## config.mk

```make
export PLATFORM = sky130hd
export DESIGN_NAME = lamp_flash_timer
export DESIGN_NICKNAME = d
export VERILOG_FILES = /design/src/rtl/flash_timer_pkg.sv /design/src/rtl/flash_rst_sync.sv /design/src/rtl/flash_down_counter.sv /design/src/rtl/flash_phase_flag.sv /design/src/rtl/lamp_flash_timer.sv
export SDC_FILE = /design/constraint.sdc
export NUM_CORES = 1
export LEC_CHECK = 0
export BUFFER_PORTS_ARGS = -buffer_cell sky130_fd_sc_hd__buf_2
export CORE_AREA = 3 3 40 42
export DETAILED_ROUTE_END_ITERATION = 8
export DIE_AREA = 0 0 43 45
export SLEW_MARGIN = 20
export SYNTH_ARGS = -nofsm -noshare
export SYNTH_HDL_FRONTEND = slang
export SYNTH_HIERARCHICAL = 1
export SYNTH_SLANG_ARGS = --single-unit
```

## constraint.sdc

```tcl
create_clock -name clk -period 1.2 [get_ports clk]
set_clock_uncertainty 0.15 [all_clocks]
set_input_delay 0.06 -clock clk [delete_from_list [all_inputs] [get_ports clk]]
set_output_delay 0.06 -clock clk [all_outputs]
set_load 0.1 [all_outputs]
```

## src/rtl/flash_timer_pkg.sv

```systemverilog
package flash_timer_pkg;

  typedef enum logic {
    PH_LIT  = 1'b0,
    PH_DARK = 1'b1
  } phase_e;

  function automatic int unsigned max_u(input int unsigned a, input int unsigned b);
    return (a > b) ? a : b;
  endfunction

endpackage

```

## src/rtl/flash_rst_sync.sv

```systemverilog
module flash_rst_sync (
  input  logic clk,
  input  logic rst_n,
  output logic rst_sync_n
);

  logic stage_q;

  always_ff @(posedge clk or negedge rst_n) begin
    if (!rst_n) begin
      stage_q    <= 1'b0;
      rst_sync_n <= 1'b0;
    end else begin
      stage_q    <= 1'b1;
      rst_sync_n <= stage_q;
    end
  end

endmodule

```

## src/rtl/flash_down_counter.sv

```systemverilog
module flash_down_counter #(
  parameter int unsigned CNT_W   = 4,
  parameter int unsigned RST_VAL = 1
) (
  input  logic             clk,
  input  logic             rst_n,
  input  logic             load,
  input  logic [CNT_W-1:0] load_val,
  input  logic             dec,
  output logic             at_last
);

  logic [CNT_W-1:0] cnt_q;
  logic [CNT_W-1:0] cnt_d;

  always_comb begin
    cnt_d = cnt_q;
    if (load) begin
      cnt_d = load_val;
    end else if (dec) begin
      cnt_d = cnt_q - 1'b1;
    end
  end

  always_ff @(posedge clk or negedge rst_n) begin
    if (!rst_n) begin
      cnt_q <= CNT_W'(RST_VAL);
    end else if (load || dec) begin
      cnt_q <= cnt_d;
    end
  end

  assign at_last = (cnt_q == CNT_W'(1));

endmodule

```

## src/rtl/flash_phase_flag.sv

```systemverilog
module flash_phase_flag
  import flash_timer_pkg::*;
(
  input  logic   clk,
  input  logic   rst_n,
  input  logic   force_dark,
  input  logic   start_lit,
  input  logic   flip,
  output phase_e phase
);

  phase_e phase_q;
  phase_e phase_d;

  always_comb begin
    phase_d = phase_q;
    if (force_dark) begin
      phase_d = PH_DARK;
    end else if (start_lit) begin
      phase_d = PH_LIT;
    end else if (flip) begin
      phase_d = (phase_q == PH_DARK) ? PH_LIT : PH_DARK;
    end
  end

  always_ff @(posedge clk or negedge rst_n) begin
    if (!rst_n) begin
      phase_q <= PH_DARK;
    end else begin
      phase_q <= phase_d;
    end
  end

  assign phase = phase_q;

endmodule

```

## src/rtl/lamp_flash_timer.sv

```systemverilog
module lamp_flash_timer
  import flash_timer_pkg::*;
#(
  parameter int unsigned LIT_TICKS  = 32,
  parameter int unsigned DARK_TICKS = 16,
  parameter int unsigned MASK_W     = 4
) (
  input  logic              clk,
  input  logic              rst_n,
  input  logic              tick,
  input  logic              active,
  output logic [MASK_W-1:0] dark_mask
);

  localparam int unsigned MAX_TICKS = max_u(LIT_TICKS, DARK_TICKS);
  localparam int unsigned CNT_W     = $clog2(MAX_TICKS + 1);
  localparam logic [CNT_W-1:0] LIT_VAL  = CNT_W'(LIT_TICKS);
  localparam logic [CNT_W-1:0] DARK_VAL = CNT_W'(DARK_TICKS);

  logic             rst_int_n;
  logic             run_q;
  logic             run_d;
  logic             start;
  logic             counting;
  logic             at_last;
  logic             expire;
  logic             load;
  logic [CNT_W-1:0] load_val;
  phase_e           phase;

  flash_rst_sync u_rst_sync (
    .clk        (clk),
    .rst_n      (rst_n),
    .rst_sync_n (rst_int_n)
  );

  // sequence-start detection: first active cycle after idle
  always_comb begin
    start    = active && !run_q;
    counting = active && run_q && tick;
    expire   = counting && at_last;
    run_d    = active;
  end

  always_ff @(posedge clk or negedge rst_int_n) begin
    if (!rst_int_n) begin
      run_q <= 1'b0;
    end else begin
      run_q <= run_d;
    end
  end

  // reload selection: the idle and start cases preload the lit length; on
  // expiry the length matching the phase about to be entered is loaded
  always_comb begin
    load = !active || start || expire;
    if (!active || start || (phase == PH_DARK)) begin
      load_val = LIT_VAL;
    end else begin
      load_val = DARK_VAL;
    end
  end

  flash_down_counter #(
    .CNT_W   (CNT_W),
    .RST_VAL (LIT_TICKS)
  ) u_counter (
    .clk      (clk),
    .rst_n    (rst_int_n),
    .load     (load),
    .load_val (load_val),
    .dec      (counting),
    .at_last  (at_last)
  );

  flash_phase_flag u_phase (
    .clk        (clk),
    .rst_n      (rst_int_n),
    .force_dark (!active),
    .start_lit  (start),
    .flip       (expire),
    .phase      (phase)
  );

  for (genvar b = 0; b < MASK_W; b++) begin : g_mask
    assign dark_mask[b] = (phase == PH_DARK);
  end

endmodule

```

* Word level (Yosys, flattened, before mapping) *
Cells that the tools add are included.
Widths: inputs -> output; s select.

word-level totals
  output and inout bits = 4
  bits in latches = 0
  word-level logic and storage cells = 27
  memories = 0
  memory bits (writable) = 0
  ROM bits = 0
  flip-flop bits (word level) = 10

cells by class
  $add $sub $neg = 1
  $mul = 0
  shifts and indexed selects = 0
  eq/ne operators = 2
  order comparisons = 0
  reductions and logical operators = 12
  div/mod/pow operators = 0
  multiplexer cells = 7
  bitwise gates (word level) = 0

operator list
  operator             number
  $mux 6               3
  $eq 6x1->1 const B   1
  $sub 6x1->6 const B  1
  $logic_and 1x1->1    4
  $logic_or 1x1->1     4
  $mux 1               4
  $ne 3x1->1 const B   1
  $logic_not 1->1      2
  $reduce_and 2->1     1
  $reduce_bool 2->1    1

* Longest topological paths before layout *
  depth in word-level cells = 6
  depth in mapped cells = 8
  mapped depth without buffers = 8

* Modules after synthesis *
The synthesis kept the hierarchy.

by module, submodules not included
  module              instances  seq. area each (um^2)  area each (um^2)  cells each
  flash_down_counter  1          151.4                  379.1             38
  lamp_flash_timer    1          25.0                   102.6             15
  flash_rst_sync      1          50.0                   53.8              3
  flash_phase_flag    1          26.3                   42.5              3

* Worst setup path before layout *
OpenSTA, ideal clock, no wires.

  path kind = flip-flop to flip-flop
  from = register u_counter.cnt_q[0]
  to = register u_counter.cnt_q[5]
  path slack = -487 ps
  stages on the path, launching flop included = 8
  buffers on the path = 0
  data required time = 988 ps
  data arrival time = 1474 ps
  cell sequence = dfrtp_1 -> ha_1 -> and3b_1 -> nand2_1 -> nand3_1 -> or2b_2 -> a21oi_1 -> a311o_1

between the ends
  word-level cells in the longest chain between the ends = 5
  elaborated cells between the ends (all ways) = 9
  classes of those cells = add/sub (1); eq/ne (1); mux (2); reduce/logical (5)

ends and longest elaborated chain
  what                                                             RTL line                  source
  from (decl)                                                      flash_down_counter.sv:13  logic [CNT_W-1:0] cnt_q;
  from (signal assigned)                                           flash_down_counter.sv:27  cnt_q <= CNT_W'(RST_VAL);
  from (signal assigned)                                           flash_down_counter.sv:29  cnt_q <= cnt_d;
  $eq 6x1->1 *                                                     flash_down_counter.sv:33  assign at_last = (cnt_q == CNT_W'(1));
  net at_last                                                      lamp_flash_timer.sv:25    logic at_last;
  $logic_and 1x1->1 *                                              lamp_flash_timer.sv:41    expire = counting && at_last;
  $logic_or 1x1->1 *                                               lamp_flash_timer.sv:56    load = !active || start || expire;
  net load                                                         lamp_flash_timer.sv:27    logic load;
  $reduce_bool 2->1 (no line) or $logic_or 1x1->1 (tied branches)  n/a
  $reduce_and 2->1 (no line)                                       n/a

Mark *: on every way through the listed nets, which the timed path passes. The rest lies on a longest branch. The select of a mux whose other input is x is not followed.
A chain may end at the register's enable or synchronous reset.

* Final worst setup path *
  from = register u_counter.cnt_q[4]
  to = register u_counter.cnt_q[5]

The elaborated chain is that of the path after synthesis.

==> metrics.txt <==
Comb pwr share 0.312; via count 491; I/O pin cnt 8; Unique masters post-synth 27; CP Cell Sequence nor3_4 > and3b_1 > nand2_2 > nand3_4 > or2b_4 > a21oi_2 > a311o_1; PnR worst setup slack -0.455 ns; GRT Residual Overflow 0; Synth Instances 59; final period utilization 1.38; status complete, but fails checks; H-tree Lvls 1; Clock Power Share 0.304; count of final setup violators 11; reg2reg start u_counter/cnt_q[4]$_DFFE_PN0P_; number of port buffers 7; hold slack -0.0170 ns; vias per inst 4.50; placed cell count 97; largest net degree at the start of global routing 9; 1st-iter DRT viols 4; LEAKAGE 0.454 nW; cell taking the most area after synthesis dfrtp_1; final non-filler cell total 109; sw frac 0.305; Crit Path Class flop to flop; DIE WIDTH 43 um; final instance area 960 um2; GRT Overall Usage 0.160; remaining design rule violation count 0; Final Util 0.747; first-pass GRT wire length 2140 um; antenna-violating nets left 0; Routed WL 1310 um; crit path time final 1.66 ns; share of the synthesized area in the top cell type 0.346; Clock Path Buffers 2; f_max 0.604 GHz; diode count 0; RSZ-0062 raised after global routing true; die height 45 um; worst ir drop on vdd 0.000833 V; WL per Instance 12.1 um; CTS tree built; delay-heaviest family, CP simple AND/OR/NAND/NOR gates; nets 101; vias in the first global route 501; power density over cell area 1050 nW/um2; DP Area 820 um2; internal power 0.702 mW; Post-DP HPWL 829 um; Pre-antenna DRT Iters 2; root buffer cell clkbuf_4; core region area 1280 um2; clock transition at the registers of the reported paths 0.07 ns; clock sinks 10; Req. time, crit path 1.25 ns; sequential share of power 0.384; Skew-Pair Late Insertion Delay 0.27 ns; num rows 13; Initial Utilization 0.450; CP max stage delay 0.42 ns; reg2reg end u_counter/cnt_q[5]$_DFFE_PN1P_; type of the most critical hold path flop to asynchronous set/reset pin; dpl ws -0.407 ns; Syn-to-layout area delta 66.0%; synth top area cells dfrtp_1 35%, dfstp_2 9.1%, xnor2_1 6.1%; Syn Std Cell Area 578 um2; crit start category flop; die area 1940 um2; Final Hold Violating Endpoints 6; Worst EP arrival 1.70 ns; Slowest-stage cell, CP dfrtp_1; number of synthesized register bits 10; post-synthesis sequential area ratio 0.437; Syn. warnings 6; Setup TNS Final -3.10 ns; CP max FO 5; max cap viols 0; failing checks negative hold slack, negative setup slack; CP Buf/Inv Count 0; total power 1.01 mW; initial antenna violation count 0; Setup crit end kind flop; Pins Over Slew Limit 0; GP Congestion 0.725; CTS buffer count 3; share of post-route cells with drive strength above 1 0.543; register-to-register setup slack -0.46 ns; synthesized area per cell 9.80 um2; cells on worst reg2reg path 7; Sw Pwr 0.308 mW
==> cell type report <==
class / count / area [um2]
Fill cell: 87 / 325
Inverter: 3 / 11.3
Timing Repair Buffer: 33 / 309
Multi-Input combinational cell: 44 / 332
Sequential cell: 10 / 253
Tap cell: 15 / 18.8
Clock buffer: 4 / 36.3
==> worst max-delay path by stage <==
stage	startpoint	endpoint	depth (start not counted)
after floorplan	u_counter/cnt_q[1]$_DFFE_PN0P_	u_counter/cnt_q[5]$_DFFE_PN1P_	7
after global placement	u_counter/cnt_q[4]$_DFFE_PN0P_	u_counter/cnt_q[5]$_DFFE_PN1P_	7
after detailed placement	u_counter/cnt_q[4]$_DFFE_PN0P_	u_counter/cnt_q[5]$_DFFE_PN1P_	7
after CTS	u_counter/cnt_q[2]$_DFFE_PN0P_	u_counter/cnt_q[5]$_DFFE_PN1P_	7
after global routing	u_counter/cnt_q[4]$_DFFE_PN0P_	u_counter/cnt_q[5]$_DFFE_PN1P_	7
final	u_counter/cnt_q[4]$_DFFE_PN0P_	u_counter/cnt_q[5]$_DFFE_PN1P_	7
==> synthesized netlist by cell type <==
library cell and number:
dfrtp_1 8, o21ai_1 2, a311o_1 1, nor2_1 4, or2_1 1, and3b_1 1, o21bai_1 1, dfstp_2 2
inv_1 3, nand2_1 8, buf_4 4, conb_1 2, nor4b_2 1, nor3b_2 1, a21oi_1 1, nand2_2 1
xor2_1 1, o21ai_0 4, or2b_2 1, and3_2 1, nand3_1 1, clkbuf_1 1, nor3_4 1, and4bb_1 1
ha_1 2, xnor2_1 4, and2_2 1
==> routing by layer <==
metal | share of wire | up-vias | track usage
met5 | 0 | - | 0
met4 | 0.023 | 0 | 0.127
met3 | 0.024 | 4 | 0.0279
met2 | 0.49 | 8 | 0.272
met1 | 0.46 | 223 | 0.178
li1 | - | 256 | -
==> cell usage in the layout (no fill, tap or decap), drive strengths merged, types with 3 or more instances in the layout <==
cell	n
buf	30
clkbuf	4
conb	5
dfrtp	8
dlygate4sd3	3
inv	3
nand2	9
nor2	4
o21ai	6
xnor2	4
==> sequential cells by signal, summed over array words and instances, names as in the netlist <==
name,count
run_q,1
u_phase/phase,1
u_rst_sync/stage_q,1
u_rst_sync/rst_sync_n,1
u_counter/cnt_q,6
==> logic make-up after synthesis <==
kind of cell,synth area share
flops,0.437
buf+inv,0.0779
compound gates,0.0909
simple gates,0.262
xor+xnor,0.0758
other cells,0.0130
fa+ha+maj,0.0433
==> worst register-to-register path: cells and delay by family, from the launching register on <==
kind / cells / cell delay, ns
flops: 1 / 0.42
simple gates: 5 / 0.72
compound gates: 2 / 0.31
==> repair_timing <==
item                       4_1_cts  5_1_grt
hold endpoints to repair         3        0
resized for setup               10        3
setup buffers                    4        3
hold buffers                     3        0
pin swaps                        6        3
setup endpoints to repair       11       11
==> power by group through the flow <==
| stage | combinational [mW] | sequential (mW) | clock [mW] |
|---|---|---|---|
| global placement | 0.269 | 0.391 | 0 |
| global route | 0.334 | 0.391 | 0.342 |
| floorplan | 0.155 | 0.399 | 0 |
| detailed placement | 0.271 | 0.391 | 0 |
| CTS | 0.298 | 0.387 | 0.314 |
| finish | 0.315 | 0.387 | 0.307 |
No activity file was read; power rests on OpenSTA's default activity.
